$ cat src/rtl/sclGenPkg.sv
package sclGenPkg;
  // commands from the control FSM to the datapath
  typedef struct packed {
    logic clear;     // clear the period counter
    logic latchCfg;  // capture the programmed counts
    logic loadLow;   // start a low-period count
    logic loadHigh;  // start a high-period count
  } sclCtrlT;

  typedef enum logic [1:0] {
    ST_IDLE  = 2'd0,
    ST_LOW   = 2'd1,
    ST_HWAIT = 2'd2,
    ST_HIGH  = 2'd3
  } sclStateT;
endpackage

$ cat src/rtl/sclGenDatapath.sv
module sclGenDatapath
  import sclGenPkg::*;
#(
  parameter int CNT_W         = 16,
  parameter int SYNC_STAGES   = 2,
  parameter int GLITCH_CYCLES = 3
) (
  input  logic             clk,
  input  logic             rstN,
  input  sclCtrlT          ctrl,
  input  logic [CNT_W-1:0] lowCount,
  input  logic [CNT_W-1:0] highCount,
  input  logic             sclIn,
  output logic             lineHigh,
  output logic             lineFell,
  output logic             cntDone,
  output logic             cntIdle
);
  localparam int FW = $clog2(GLITCH_CYCLES + 1);
  localparam logic [FW-1:0]    FLT_LAST = FW'(GLITCH_CYCLES - 1);
  localparam logic [CNT_W-1:0] CNT_ONE  = CNT_W'(1);

  logic [SYNC_STAGES-1:0] syncQ;
  logic                   filtQ, filtPrevQ;
  logic [FW-1:0]          fltCnt;
  logic [CNT_W-1:0]       lowCfg, highCfg, perCnt;
  logic                   syncOut;

  assign syncOut = syncQ[SYNC_STAGES-1];

  // synchronizer chain; idle bus reads high
  generate
    if (SYNC_STAGES == 1) begin : gSync1
      always_ff @(posedge clk or negedge rstN)
        if (!rstN) syncQ <= '1;
        else       syncQ <= sclIn;
    end else begin : gSyncN
      always_ff @(posedge clk or negedge rstN)
        if (!rstN) syncQ <= '1;
        else       syncQ <= {syncQ[SYNC_STAGES-2:0], sclIn};
    end
  endgenerate

  // a level must persist GLITCH_CYCLES cycles before it is accepted
  always_ff @(posedge clk or negedge rstN) begin
    if (!rstN) begin
      filtQ     <= 1'b1;
      filtPrevQ <= 1'b1;
      fltCnt    <= '0;
    end else begin
      filtPrevQ <= filtQ;
      if (syncOut == filtQ) begin
        fltCnt <= '0;
      end else if (fltCnt == FLT_LAST) begin
        filtQ  <= syncOut;
        fltCnt <= '0;
      end else begin
        fltCnt <= fltCnt + 1'b1;
      end
    end
  end

  assign lineHigh = filtQ;
  assign lineFell = filtPrevQ & ~filtQ;

  // counts captured on start, zero promoted to one
  always_ff @(posedge clk or negedge rstN) begin
    if (!rstN) begin
      lowCfg  <= CNT_ONE;
      highCfg <= CNT_ONE;
    end else if (ctrl.latchCfg) begin
      lowCfg  <= (lowCount  == '0) ? CNT_ONE : lowCount;
      highCfg <= (highCount == '0) ? CNT_ONE : highCount;
    end
  end

  // period counter: zero means not running, one means expiring now
  always_ff @(posedge clk or negedge rstN) begin
    if (!rstN)              perCnt <= '0;
    else if (ctrl.clear)    perCnt <= '0;
    else if (ctrl.loadLow)  perCnt <= lowCfg;
    else if (ctrl.loadHigh) perCnt <= highCfg;
    else if (perCnt != '0)  perCnt <= perCnt - 1'b1;
  end

  assign cntDone = (perCnt == CNT_ONE);
  assign cntIdle = (perCnt == '0);
endmodule

$ cat src/rtl/sclGenControl.sv
module sclGenControl
  import sclGenPkg::*;
(
  input  logic    clk,
  input  logic    rstN,
  input  logic    enable,
  input  logic    stopReq,
  input  logic    lineHigh,
  input  logic    lineFell,
  input  logic    cntDone,
  input  logic    cntIdle,
  output sclCtrlT ctrl,
  output logic    sclDriveLow,
  output logic    sampleStb,
  output logic    changeStb
);
  sclStateT stateQ, stateNext;
  logic     smpNext, chgNext;

  always_comb begin
    stateNext = stateQ;
    ctrl      = '0;
    smpNext   = 1'b0;
    chgNext   = 1'b0;
    if (!enable || stopReq) begin
      stateNext  = ST_IDLE;
      ctrl.clear = 1'b1;
    end else begin
      unique case (stateQ)
        ST_IDLE: begin
          stateNext     = ST_LOW;
          ctrl.latchCfg = 1'b1;
          ctrl.clear    = 1'b1;
        end
        ST_LOW: begin
          // (re)start the low count from the line's fall
          if (lineFell || (cntIdle && !lineHigh)) begin
            ctrl.loadLow = 1'b1;
            chgNext      = 1'b1;
          end else if (cntDone) begin
            stateNext = ST_HWAIT;
          end
        end
        ST_HWAIT: begin
          // high time counts only once the line reads high
          if (lineHigh) begin
            stateNext     = ST_HIGH;
            ctrl.loadHigh = 1'b1;
            smpNext       = 1'b1;
          end
        end
        ST_HIGH: begin
          // any fall ends the high phase
          if (lineFell) begin
            stateNext    = ST_LOW;
            ctrl.loadLow = 1'b1;
            chgNext      = 1'b1;
          end else if (cntDone) begin
            stateNext = ST_LOW;
          end
        end
        default: stateNext = ST_IDLE;
      endcase
    end
  end

  always_ff @(posedge clk or negedge rstN) begin
    if (!rstN) begin
      stateQ    <= ST_IDLE;
      sampleStb <= 1'b0;
      changeStb <= 1'b0;
    end else begin
      stateQ    <= stateNext;
      sampleStb <= smpNext;
      changeStb <= chgNext;
    end
  end

  assign sclDriveLow = (stateQ == ST_LOW);
endmodule

$ cat src/rtl/sclGen.sv
module sclGen
  import sclGenPkg::*;
#(
  parameter int CNT_W         = 16,
  parameter int SYNC_STAGES   = 2,
  parameter int GLITCH_CYCLES = 3
) (
  input  logic             clk,
  input  logic             rstN,
  input  logic             enable,
  input  logic             stopReq,
  input  logic [CNT_W-1:0] lowCount,
  input  logic [CNT_W-1:0] highCount,
  input  logic             sclIn,
  output logic             sclDriveLow,
  output logic             sampleStb,
  output logic             changeStb
);
  sclCtrlT ctrl;
  logic    lineHigh, lineFell, cntDone, cntIdle;

  sclGenDatapath #(
    .CNT_W(CNT_W), .SYNC_STAGES(SYNC_STAGES), .GLITCH_CYCLES(GLITCH_CYCLES)
  ) dp_i (
    .clk(clk), .rstN(rstN), .ctrl(ctrl),
    .lowCount(lowCount), .highCount(highCount), .sclIn(sclIn),
    .lineHigh(lineHigh), .lineFell(lineFell),
    .cntDone(cntDone), .cntIdle(cntIdle)
  );

  sclGenControl ctl_i (
    .clk(clk), .rstN(rstN), .enable(enable), .stopReq(stopReq),
    .lineHigh(lineHigh), .lineFell(lineFell),
    .cntDone(cntDone), .cntIdle(cntIdle),
    .ctrl(ctrl), .sclDriveLow(sclDriveLow),
    .sampleStb(sampleStb), .changeStb(changeStb)
  );
endmodule

$ cat config.mk
export PLATFORM = sky130hd
export DESIGN_NAME = sclGen
export DESIGN_NICKNAME = d
export VERILOG_FILES = /design/src/rtl/sclGenPkg.sv /design/src/rtl/sclGenDatapath.sv /design/src/rtl/sclGenControl.sv /design/src/rtl/sclGen.sv
export SDC_FILE = /design/constraint.sdc
export NUM_CORES = 1
export LEC_CHECK = 0
export BUFFER_PORTS_ARGS = -buffer_cell sky130_fd_sc_hd__clkbuf_2
export CAP_MARGIN = 20
export CORE_AREA = 2 2 77 79
export CTS_BUF_LIST = sky130_fd_sc_hd__clkbuf_4 sky130_fd_sc_hd__clkbuf_8
export DETAILED_ROUTE_END_ITERATION = 10
export DIE_AREA = 0 0 79 81
export GPL_ROUTABILITY_DRIVEN = 0
export HOLD_SLACK_MARGIN = 0.03
export PLACE_DENSITY = 0.83
export SLEW_MARGIN = 40
export SYNTH_ARGS = -nofsm -noshare
export SYNTH_HDL_FRONTEND = slang
export SYNTH_SLANG_ARGS = --single-unit
$ cat constraint.sdc
create_clock -name clk -period 4.6 [get_ports clk]
set_input_delay 0 -clock clk [delete_from_list [all_inputs] [get_ports clk]]
set_output_delay 0 -clock clk [all_outputs]
set_load 0.05 [all_outputs]
Yosys cells after proc, flatten, opt, wreduce, memory -nomap -nowiden --
Cells that the tools add are included.
Operators by class: equality and inequality tests 10, multiplexer cells 25, add/sub/neg operators 2, reduce and logical (&&, ||, !) cells 13, bitwise logic cells 3
Operators by type and width (count):
- two-way mux 16 bit | 6
- logical NOT 16 bit | 3
- two-way mux 2 bit | 9
- == test 16 x 1 -> 1 bit, second input constant | 1
- nonzero test 16 bit | 1
- subtractor 16 x 1 -> 16 bit, second input constant | 1
- one-hot mux 2 bit (4 select lines) | 1
- two-way mux 1 bit | 7
- == test 2 bit, second input constant | 3
- != test 3 x 2 -> 1 bit, second input constant | 2
- != test 4 x 2 -> 1 bit, second input constant | 1
- AND reduction 4 bit | 1
- nonzero test 4 bit | 1
- two-way mux 3 bit | 1
- != test 3 x 1 -> 1 bit, second input constant | 1
- adder 2 x 1 -> 2 bit, second input constant | 1
- == test 2 x 1 -> 1 bit, second input constant | 1
- logical NOT 1 bit | 2
- logical NOT 2 bit | 1
- logical OR 1 bit | 2
- NOT 1 bit | 2
- one-hot mux 1 bit (2 select lines) | 1
- AND reduction 2 bit | 1
- bitwise AND 1 bit | 1
- 2 further kinds | 2
Word-level totals: register bits 58, bits of input ports 37, word-level logic and storage cells 63

Logic depth before layout (Yosys ltp) --
Gate-level depths: netlist of the first run.
depth in word-level cells 9, gate-level depth with buffers 9

By module --
A second synthesis of the first run with hierarchy kept.
Second synthesis, totals: cell total of the unflattened synthesis 273, area total of the unflattened synthesis 2959.1 µm²
By module, submodules not included:
- sclGenDatapath | seq. area each 1358.8 µm², area each 2625.0 µm², instances 1, cells an instance 239
- sclGenControl | seq. area each 100.1 µm², area each 334.1 µm², instances 1, cells an instance 34

Worst setup path before layout of the first run --
Ideal clock, no wire load.
path type reg2reg, from register ctl_i.stateQ[1], to register dp_i.perCnt[3], slack 2.522 ns, required time 4.478 ns, clock period less this slack 2.078 ns, stages on the path, launching flop included 9, setup time 0.122 ns, arrival 1.956 ns, cell sequence dfrtp_1 inv_1 ha_1 o21ai_0 nor3_1 a41oi_4 inv_2 a211oi_1 a32o_1
On the way: elaborated cells on any way between the ends 13
RTL lines:
- start: declaration | RTL line sclGenControl.sv:17 | sclStateT stateQ, stateNext;
- start signal: assignment | RTL line sclGenControl.sv:73 | stateQ <= stateNext;
- == test 2 x 1 -> 1 bit (*)
- via sclDriveLow | RTL line sclGen.sv:15 | output logic sclDriveLow,
- one-hot mux 1 bit (2 select lines) (*) | RTL line sclGenControl.sv:29 | unique case (stateQ)
- two-way mux 3 bit (*) | RTL line sclGenControl.sv:25 | if (!enable || stopReq) begin
- two-way mux 16 bit | RTL line sclGenDatapath.sv:81 | else if (ctrl.loadLow) perCnt <= lowCfg;
- two-way mux 16 bit | RTL line sclGenDatapath.sv:80 | else if (ctrl.clear) perCnt <= '0;
- end signal: assignment | RTL line sclGenDatapath.sv:81
- end signal: assignment | RTL line sclGenDatapath.sv:82 | else if (ctrl.loadHigh) perCnt <= highCfg;
- end signal: assignment | RTL line sclGenDatapath.sv:83 | else if (perCnt != '0) perCnt <= perCnt - 1'b1;
- end: declaration | RTL line sclGenDatapath.sv:26 | logic [CNT_W-1:0] lowCfg, highCfg, perCnt;
Mark *: on every way through the listed nets, which the timed path passes. The rest lies on a longest branch. A chain may end at the register's enable or synchronous reset.

Worst setup path in the final report of the first run --
from register dp_i.perCnt[5], to register dp_i.perCnt[3]
On the way: cells in the longest elaborated chain, start to end 8, elaborated cells on any way between the ends 10
Ends and longest elaborated chain:
- logical NOT 16 bit | RTL line sclGenDatapath.sv:87 | assign cntIdle = (perCnt == '0);
- logical AND 1 bit | RTL line sclGenControl.sv:37 | if (lineFell || (cntIdle && !lineHigh)) begin
- logical OR 1 bit | RTL line sclGenControl.sv:37
- two-way mux 1 bit | RTL line sclGenControl.sv:37
- one-hot mux 1 bit (2 select lines) | RTL line sclGenControl.sv:29
- two-way mux 3 bit | RTL line sclGenControl.sv:25
- two-way mux 16 bit | RTL line sclGenDatapath.sv:81
- two-way mux 16 bit | RTL line sclGenDatapath.sv:80
Several ways; a longest one is shown, not always the timed one.

==> results of run 1 <==
[final cells by class]
cell class	count	area (um^2)
flip-flops and latches	58	1460
clock buffers	10	138
multi-input cells	189	1420
clock inverters	6	66.3
repair buffers	77	568
inverters	9	33.8
fillers	421	1900
well taps	75	93.8
[flip-flops by register name (all words and copies together) (netlist names), 2 cells and up]
signal	flops
dp_i.lowCfg	16
dp_i.fltCnt	2
dp_i.syncQ	2
dp_i.perCnt	16
ctl_i.stateQ	2
dp_i.highCfg	16
[tightest hold or removal path: cells and delay by family]
| kind | cells | cell delay (ps) |
|---|---|---|
| buf+inv | 1 | 100 |
| mux | 1 | 60 |
| simple gates | 2 | 230 |
[kinds of logic (layout without fill, tap and decap cells)]
family          after synthesis  count (layout)  share of synthesized area [%]
fa+ha+maj                     7               7                           2.94
xor+xnor                     13              13                           3.82
flops                        58              58                           48.9
buf+inv                      22             102                           3.65
mux                          32              32                           12.0
compound gates               47              47                           12.2
simple gates                 90              90                           16.5
[cells in the mapped netlist, types with 2 or more instances]
| cell type | count |
|---|---|
| nand4b_1 | 2 |
| a211oi_1 | 3 |
| nor2b_1 | 3 |
| a22oi_1 | 2 |
| nor3b_1 | 3 |
| o31ai_1 | 2 |
| mux2i_1 | 2 |
| xnor2_1 | 5 |
| buf_6 | 3 |
| dfrtp_1 | 52 |
| o21ai_0 | 9 |
| o2bb2ai_1 | 2 |
| mux2_2 | 30 |
| nand2_1 | 15 |
| or3_1 | 2 |
| ha_1 | 7 |
| dfstp_2 | 6 |
| nor4_1 | 7 |
| nand2b_1 | 3 |
| a211o_1 | 9 |
| nor2_1 | 23 |
| nand3_1 | 10 |
| xor2_1 | 8 |
| nand4_1 | 7 |
| a41oi_1 | 2 |
| o2111ai_1 | 2 |
| a21oi_1 | 7 |
| clkbuf_1 | 8 |
| nor3_1 | 8 |
| inv_1 | 8 |
[power breakdown]
group	total (mW)	leakage, nW	switching (mW)	internal, mW
logic	0.338	0.944	0.162	0.176
registers	0.669	0.717	0.0677	0.602
clock network	0.478	0.0945	0.214	0.264
[layout by cell type, fill, tap and decap left out, types with 2 or more instances in the layout]
| cell | count |
|---|---|
| a211o_1 | 9 |
| a211oi_1 | 3 |
| a21oi_1 | 7 |
| a22oi_1 | 2 |
| a41oi_1 | 2 |
| buf_4 | 3 |
| clkbuf_2 | 39 |
| clkbuf_8 | 10 |
| clkinvlp_4 | 3 |
| dfrtp_1 | 52 |
| dfstp_2 | 6 |
| dlygate4sd3_1 | 35 |
| ha_1 | 7 |
| inv_1 | 8 |
| mux2_2 | 30 |
| mux2i_1 | 2 |
| nand2_1 | 15 |
| nand2b_1 | 3 |
| nand3_1 | 10 |
| nand4_1 | 7 |
| nand4b_1 | 2 |
| nor2_1 | 23 |
| nor2b_1 | 3 |
| nor3_1 | 8 |
| nor3b_1 | 2 |
| nor4_1 | 7 |
| o2111ai_1 | 2 |
| o21ai_0 | 9 |
| o2bb2ai_1 | 2 |
| o31ai_1 | 2 |
| or3_1 | 2 |
| xnor2_1 | 5 |
| xor2_1 | 8 |
[routing by layer]
layer / routed length (um) / vias to the layer above / share of wire, %
li1: - / 1138 / -
met3: 436 / 23 / 5.9
met2: 3710 / 96 / 50
met1: 3080 / 1195 / 42
met5: 0 / - / 0
met4: 195 / 0 / 2.6
[final timing paths]
kind                                            startpoint                           to  slack [ps]
worst max-delay path            dp_i.perCnt[5]$_DFFE_PN0P_   dp_i.perCnt[3]$_DFFE_PN0P_        2080
worst min-delay path                                enable  ctl_i.stateQ[1]$_DFFE_PN0P_         100
worst max register to register  dp_i.perCnt[5]$_DFFE_PN0P_   dp_i.perCnt[3]$_DFFE_PN0P_        2080
worst min register to register     dp_i.syncQ[0]$_DFF_PN1_      dp_i.syncQ[1]$_DFF_PN1_         350
max in group asynchronous                             rstN   dp_i.perCnt[9]$_DFFE_PN0P_        3770
min in group asynchronous                             rstN   dp_i.lowCfg[1]$_DFFE_PN0P_         350
==> flow_summary.json, run 1 <==
{
  "synth_top_cell_by_area": "dfrtp_1",
  "finalNonFillerCells": 424,
  "synth-seq-area-share_pct": 48.9,
  "fin_ws_ps": 2080,
  "initial_core_util_pct": 52.6,
  "finalHoldViolCount": 0,
  "stdcell_area_um2": 3780,
  "grt_pass1_wl_mm": 12.1,
  "start_kind": "flop",
  "crit_slowest_cell": "nor4_4",
  "min_delay_path_depth": 4,
  "powerDensity_nw_per_um2": 393,
  "arrival_ps": 2740,
  "critPathRequiredTime_ps": 4820,
  "drt_wl_total_mm": 7.42,
  "die_h_um": 81,
  "dieArea_um2": 6400,
  "synth_top_area_share_pct": 43.6,
  "crit_path_end_kind": "flop",
  "fin_crit_ps": 2520,
  "clk_pin_slew_ps": 70,
  "cts_tree": "done",
  "grt_pass1_vias": 2499,
  "ys_warn_count": 0,
  "cts-root-buf": "clkbuf_8",
  "status": "complete, no violations",
  "synth_seq_cells": 58,
  "async_flop_share_pct": 100,
  "syn_avg_cell_area_um2": 11.1,
  "io_pins": 40,
  "drt_iter0_markers": 303,
  "crit_buf_inv": 1,
  "tns_ps": 0,
  "fmax_ghz": 0.396,
  "wire_per_inst_um": 17.5,
  "finalPower_mw": 1.49,
  "dp_hpwl_mm": 4.68,
  "vias": 2452,
  "min_path_type": "input port to flop",
  "synth.distinct_cells": 49,
  "numCtsBuffers": 9,
  "ctsLongestPathBuffers": 2,
  "skew_ps": 8.08,
  "synth_edf_count": 0,
  "grt-ovfl-total": 0,
  "grt-busiest-layer": "met2",
  "setup_violations": 0,
  "core.rowCount": 28,
  "grt_use_met3_pct": 7.44,
  "synth_flop_cell": "dfrtp_1",
  "dpl-instance-area_um2": 3220,
  "dp.cells": 373,
  "slew_violations": 0,
  "cts_hold_buf": 35,
  "grt_util_all_layers_pct": 25.0,
  "syn_inst": 269,
  "leakage_nw": 1.76,
  "crit_cells": 6,
  "clk_latency_ps": 340,
  "core_um2": 5680,
  "path_delay_family": "simple AND/OR/NAND/NOR gates",
  "portBuffers": 39,
  "synthesis.area_um2": 2980,
  "final_util_pct": 66.6,
  "antenna_found_initial": 0,
  "fin_nets": 388,
  "cp_slowest_stage_delay_ps": 550,
  "grt_max_degree": 59,
  "relSlewSlack_pct": 42.3,
  "rsz0062_at_grt": "no",
  "syn-num-nets": 313,
  "max_slew.worst_pin.slew_ps": 863,
  "htree_levels": 3,
  "post_cts_buffers": 0,
  "clkSinkCount": 58,
  "cts_resized": 0,
  "viasPerCell": 5.78,
  "layout-drive-gt1-share_pct": 29.5,
  "path_cells": "nor4_4, and4_1, a41oi_4, inv_2, a211oi_1, a32o_1",
  "gr-usage-met1_pct": 30.9,
  "die_w_um": 79,
  "use_met2_pct": 41.0,
  "final.period_utilization_pct": 54.9,
  "vdd_drop_max_mv": 0.216,
  "ant_nets": 0,
  "diodes": 0,
  "drt-pass1-iter-count": 5,
  "rr_worst_depth": 6,
  "pre_cts_slack_ps": 2110,
  "ys_top_cells_by_area": "dfrtp_1 44%, mux2_2 11%, dfstp_2 5.3%",
  "drcViolationCount": 0,
  "cap_violations": 0,
  "critPathMaxFanout": 16,
  "syn2layout_area_growth_pct": 26.7,
  "fin_hold_ws_ps": 102,
  "path_class": "flop to flop"
}
Power figures use the tool's default switching activity.
==> run 2: changes to the inputs <==
--- a/config.mk
+++ b/config.mk
@@ -5,15 +5,16 @@
 export SDC_FILE = /design/constraint.sdc
 export NUM_CORES = 1
 export LEC_CHECK = 0
+export ABC_AREA = 1
 export BUFFER_PORTS_ARGS = -buffer_cell sky130_fd_sc_hd__clkbuf_2
 export CAP_MARGIN = 20
-export CORE_AREA = 2 2 77 79
+export CORE_AREA = 2 2 80 82
 export CTS_BUF_LIST = sky130_fd_sc_hd__clkbuf_4 sky130_fd_sc_hd__clkbuf_8
 export DETAILED_ROUTE_END_ITERATION = 10
-export DIE_AREA = 0 0 79 81
+export DIE_AREA = 0 0 82 84
 export GPL_ROUTABILITY_DRIVEN = 0
 export HOLD_SLACK_MARGIN = 0.03
-export PLACE_DENSITY = 0.83
+export PLACE_DENSITY = 0.84
 export SLEW_MARGIN = 40
 export SYNTH_ARGS = -nofsm -noshare
 export SYNTH_HDL_FRONTEND = slang
==> constraint.sdc (replaced) <==
create_clock -name clk -period 2.2 [get_ports clk]
set_input_delay 0 -clock clk [delete_from_list [all_inputs] [get_ports clk]]
set_output_delay 0 -clock clk [all_outputs]
set_load 0.05 [all_outputs]
==> flow_summary.json, run 2 <==
{
  "layout.cells.most_common": "nand2_1",
  "final.period_utilization_pct": 93.9,
  "diodes": 0,
  "synth-seq-area-share_pct": 46.3,
  "yosys-mux-area-fraction_pct": 0,
  "vias": 3147,
  "clkSinkCount": 58,
  "async_flop_share_pct": 100,
  "final_util_pct": 65.4,
  "finalPower_mw": 3.47,
  "path_class": "flop to flop",
  "reg2reg_slack_ps": 130,
  "synth_flop_cell": "dfrtp_1",
  "fin_ws_ps": 134,
  "crit_path_end_kind": "flop",
  "synth.distinct_cells": 33,
  "setup_violations": 0,
  "fmax_ghz": 0.484,
  "max_slew.worst_pin.slew_ps": 722,
  "portBuffers": 39,
  "fin_nets": 540,
  "htree_levels": 3,
  "min_path_type": "input port to flop",
  "grt_util_all_layers_pct": 27.9,
  "start_kind": "flop",
  "ys_warn_count": 0,
  "fillers": 438,
  "arrival_ps": 2350,
  "synth-simple-area-share_pct": 36.6,
  "grt-ovfl-total": 0,
  "synth_seq_cells": 58,
  "path_cells": "inv_1, ha_1, inv_1, nor2_4, buf_6, a2bb2oi_1, dlygate4sd3_1",
  "fin_hold_ws_ps": 152,
  "syn_inst": 418,
  "drt-pass1-iter-count": 5,
  "yosys.cell_count.top_type": "nand2_1",
  "slew_violations": 0,
  "critPathRequiredTime_ps": 2480,
  "fin_crit_ps": 2070,
  "syn2layout_area_growth_pct": 26.5,
  "synth-adder-area-share_pct": 2.78,
  "cp_slowest_stage_delay_ps": 570,
  "antenna_found_initial": 0,
  "cts_tree": "done",
  "status": "complete, no violations",
  "post_cts_buffers": 0,
  "synth_top_cell_by_area": "dfrtp_1",
  "ant_nets": 0,
  "core.rowCount": 29,
  "cap_violations": 0,
  "finalNonFillerCells": 578,
  "clk_latency_ps": 340,
  "cts-root-buf": "clkbuf_8",
  "dieArea_um2": 6890,
  "synth_top_area_share_pct": 41.3,
  "synthesis.area_um2": 3150,
  "viasPerCell": 5.44,
  "ys_top_cells_by_count": "140 x nand2_1, 52 x dfrtp_1, 46 x nor2_1, 38 x inv_1, 38 x nand3_1",
  "grt_pass1_vias": 3142,
  "synth_top_family_by_area": "simple AND/OR/NAND/NOR gates",
  "rsz0062_at_grt": "no",
  "drcViolationCount": 0,
  "grt_pass1_wl_mm": 14.5,
  "leakage_nw": 2.09,
  "drt_iter0_markers": 275,
  "finalHoldViolCount": 0,
  "syn-num-nets": 462,
  "pre_cts_slack_ps": 355,
  "critPathMaxFanout": 45,
  "ys_top_cells_by_area": "dfrtp_1 41%, nand2_1 17%, nand3_1 6.0%",
  "relSlewSlack_pct": 51.9,
  "io_pins": 40,
  "synth_edf_count": 0,
  "dp_hpwl_mm": 5.27,
  "clk_pin_slew_ps": 70,
  "grt_max_degree": 59,
  "syn_avg_cell_area_um2": 7.54,
  "numCtsBuffers": 9,
  "layout_common_cells": "140 x nand2_1, 52 x dfrtp_1, 46 x nor2_1",
  "tns_ps": 0,
  "cpMostUsedCell": "inv_1",
  "skew_ps": 7.14,
  "wire_per_inst_um": 15.2,
  "synth-compound-area-share_pct": 6.51,
  "dpl-instance-area_um2": 3410,
  "stdcell_area_um2": 3990,
  "drt_wl_total_mm": 8.78,
  "vdd_drop_max_mv": 0.970,
  "core_um2": 6100,
  "top_regs": "dp_i.highCfg: 16 flops, dp_i.lowCfg: 16 flops, dp_i.perCnt: 16 flops",
  "ctsLongestPathBuffers": 2,
  "powerDensity_nw_per_um2": 871,
  "die_h_um": 84,
  "synth-xor-area-share_pct": 0.834,
  "dp.cells": 527,
  "initial_core_util_pct": 51.7,
  "die_w_um": 82,
  "crit_slowest_cell": "dlygate4sd3_1",
  "layout-drive-gt1-share_pct": 17.6
}
## run 2: metal layers
| metal | up-vias | GRT usage, % | share of wire (%) |
|---|---|---|---|
| li1 | 1489 | - | - |
| met3 | 38 | 6.49 | 6.4 |
| met4 | 0 | 13.3 | 4.0 |
| met1 | 1472 | 33.2 | 39 |
| met2 | 148 | 46.5 | 50 |
| met5 | - | 0 | 0 |
## run 2: area by class of cell
type                            instances  area, um^2  share of cell area [%]
Tap cell                               77        96.3                    2.42
Clock inverter                          5        77.6                    1.95
Timing Repair Buffer                   77         572                    14.3
Inverter                               44         165                    4.14
Clock buffer                           11         145                    3.64
Sequential cell                        58        1460                    36.6
Multi-Input combinational cell        306        1470                    36.9
## run 2: timing repair
| item | in CTS | in global routing |
|---|---|---|
| endpoints found under the hold margin | 85 | 0 |
| hold buffers | 35 | 0 |
| gates resized for setup | 0 | 1 |
| setup endpoints to repair | 0 | 1 |
## run 2: report_power, final
group / switching (mW) / internal [mW] / leakage, nW
clock: 0.430 / 0.677 / 0.113
sequential: 0.124 / 1.27 / 0.736
combinational: 0.608 / 0.360 / 1.24
total: 1.16 / 2.31 / 2.09
## run 2: final timing paths
check / start / endpoint / cells past startpoint
max in group asynchronous: rstN / dp_i.perCnt[13]$_DFFE_PN0P_ / 3
min in group asynchronous: rstN / dp_i.lowCfg[14]$_DFFE_PN0P_ / 3
hold reg to reg: dp_i.syncQ[0]$_DFF_PN1_ / dp_i.syncQ[1]$_DFF_PN1_ / 0
setup reg to reg: ctl_i.stateQ[0]$_DFFE_PN0P_ / dp_i.lowCfg[0]$_DFFE_PN1P_ / 7
hold / removal: stopReq / ctl_i.stateQ[0]$_DFFE_PN0P_ / 5
setup / recovery: ctl_i.stateQ[0]$_DFFE_PN0P_ / dp_i.lowCfg[0]$_DFFE_PN1P_ / 7
## run 2: cells by family (layout without fill, tap and decap cells)
group	after synthesis	in the layout
AND/OR/NAND/NOR	259	259
AO/OA/AOI/OAI	37	37
flip-flops	58	58
buffers and inverters	54	137
XOR/XNOR	3	3
adder cells (fa/ha/maj)	7	7
## run 2: worst max-delay path, delay by kind of cell (launching register included)
family	cells	cell delay, ps
buf+inv	4	1050
flops	1	410
fa+ha+maj	1	210
compound gates	1	200
simple gates	1	130
==> run 3: changes to the inputs <==
--- a/config.mk
+++ b/config.mk
@@ -18,4 +18,5 @@
 export SLEW_MARGIN = 40
 export SYNTH_ARGS = -nofsm -noshare
 export SYNTH_HDL_FRONTEND = slang
+export SYNTH_HIERARCHICAL = 1
 export SYNTH_SLANG_ARGS = --single-unit
==> flow_summary.json, run 3 <==
{
  "status": "complete, no violations",
  "max_slew.worst_pin.slew_ps": 719,
  "ys_top_cells_by_area": "dfrtp_1 41%, nand2_1 14%, inv_1 5.9%",
  "fin_hold_ws_ps": 58.4,
  "slew_violations": 0,
  "synth_flop_cell": "dfrtp_1",
  "async_flop_share_pct": 100,
  "ys_warn_count": 6,
  "portBuffers": 39,
  "layout_common_cells": "120 x nand2_1, 52 x dfrtp_1, 49 x inv_1",
  "yosys.cell_count.top_type": "nand2_1",
  "syn_inst": 417,
  "drt_iter0_markers": 292,
  "arrival_ps": 2390,
  "min_path_type": "input port to flop",
  "critPathRequiredTime_ps": 2450,
  "syn2layout_area_growth_pct": 28.6,
  "dp_hpwl_mm": 5.09,
  "top_regs": "dp_i/highCfg: 16 flops, dp_i/lowCfg: 16 flops, dp_i/perCnt: 16 flops",
  "drcViolationCount": 0,
  "synth_top_area_share_pct": 41.2,
  "htree_levels": 3,
  "fmax_ghz": 0.466,
  "path_class": "flop to flop",
  "dieArea_um2": 6890,
  "final.period_utilization_pct": 97.5,
  "synth-seq-area-share_pct": 46.2,
  "finalPower_mw": 3.34,
  "grt-ovfl-total": 0,
  "io_pins": 40,
  "grt_pass1_wl_mm": 14.4,
  "initial_core_util_pct": 51.8,
  "vdd_drop_max_mv": 0.580,
  "cap_violations": 0,
  "numCtsBuffers": 9,
  "cts-root-buf": "clkbuf_8",
  "synthesis.area_um2": 3160,
  "relSlewSlack_pct": 52.1,
  "grt_util_all_layers_pct": 28.1,
  "grt_max_degree": 59,
  "viasPerCell": 5.52,
  "core.rowCount": 29,
  "layout-drive-gt1-share_pct": 19.5,
  "powerDensity_nw_per_um2": 823,
  "syn_avg_cell_area_um2": 7.57,
  "vias": 3202,
  "finalHoldViolCount": 0,
  "synth.distinct_cells": 32,
  "layout.cells.most_common": "nand2_1",
  "leakage_nw": 2.08,
  "die_h_um": 84,
  "grt_pass1_vias": 3138,
  "synth_edf_count": 0,
  "clk_latency_ps": 340,
  "skew_ps": 4.56,
  "start_kind": "flop",
  "ant_nets": 0,
  "drt-pass1-iter-count": 6,
  "wire_per_inst_um": 15.6,
  "synth_seq_cells": 58,
  "critPathMaxFanout": 9,
  "ys_top_cells_by_count": "121 x nand2_1, 52 x dfrtp_1, 50 x inv_1, 41 x nor2_1, 29 x nand3_1",
  "die_w_um": 82,
  "drt_wl_total_mm": 9.06,
  "setup_violations": 0,
  "antenna_found_initial": 0,
  "ctsLongestPathBuffers": 2,
  "core_um2": 6100,
  "fin_nets": 541,
  "cts_tree": "done",
  "synth_top_cell_by_area": "dfrtp_1",
  "syn-num-nets": 461,
  "clk_pin_slew_ps": 60,
  "crit_path_end_kind": "flop",
  "clkSinkCount": 58,
  "fin_crit_ps": 2140
}
[run 3: cell type report]
| cell class | instances | area, um^2 |
|---|---|---|
| multi-input combinational | 288 | 1450 |
| antenna | 1 | 2.50 |
| inverter | 56 | 210 |
| clock buffer | 14 | 180 |
| clock inverter | 2 | 35.0 |
| sequential | 58 | 1460 |
| tap | 77 | 96.3 |
| timing repair buffer | 84 | 631 |
| fill | 420 | 2040 |
[run 3: worst paths after layout]
check / start / to / slack (ps) / depth (start not counted)
max: dp_i/perCnt[1]$_DFFE_PN0P_ / dp_i/perCnt[12]$_DFFE_PN0P_ / 60 / 15
min: enable / ctl_i/sampleStb$_DFF_PN0_ / 60 / 3
max reg2reg: dp_i/perCnt[1]$_DFFE_PN0P_ / dp_i/perCnt[12]$_DFFE_PN0P_ / 60 / 15
min reg2reg: dp_i/syncQ[0]$_DFF_PN1_ / dp_i/syncQ[1]$_DFF_PN1_ / 360 / 0
max in group asynchronous: rstN / dp_i/lowCfg[9]$_DFFE_PN0P_ / 1380 / 3
min in group asynchronous: rstN / dp_i/highCfg[6]$_DFFE_PN0P_ / 320 / 3
[run 3: critical path, stage by stage, from the launching register on]
cell and delay (ps):
dfrtp_1 390, inv_1 150, ha_4 180, nand2_4 70
nor2_4 170, nand2_1 80, inv_1 50, nand2_1 40
nand2_1 70, nand2_2 90, nand2_2 150, nor3_4 60
nand3_4 140, buf_4 150, nand3_1 60, a21oi_1 200
[run 3: metrics by stage]
stage	util, %	area (um^2)	cells	setup TNS, ps	setup slack, ps
floorplan	-	3160	417	0	16.7
global placement	56.2	3420	524	0	101
detailed placement	56.2	3420	524	0	40.2
CTS	65.6	4000	576	0	14.7
global route	66.5	4060	579	-74.5	-49.0
finish	66.6	4060	580	0	55.9
[run 3: per-layer routing]
| metal | GRT usage [%] | share of wire (%) | vias up |
|---|---|---|---|
| li1 | - | - | 1471 |
| met1 | 34.4 | 37 | 1458 |
| met2 | 44.6 | 50 | 219 |
| met3 | 5.84 | 8.2 | 54 |
| met4 | 17.4 | 4.9 | 0 |
| met5 | 0 | 0 | - |
[run 3: where the power goes]
part           internal (mW)  switching [mW]  total [mW]
Sequential              1.27           0.125        1.40
Clock                  0.640           0.415        1.05
Combinational          0.323           0.566       0.889
[run 3: logic make-up after synthesis]
family,count (synthesis),share of synthesized area (%)
compound gates,59,10.1
xor+xnor,4,1.11
fa+ha+maj,7,2.78
buf+inv,71,9.12
flops,58,46.2
mux,1,0.317
simple gates,217,30.3
[run 3: repair_timing]
action / CTS / global route
endpoints found under the hold margin: 85 / 0
setup endpoints to repair: 0 / 16
buffers inserted: 0 / 3
hold buffers: 36 / 0
gates resized for setup: 0 / 9
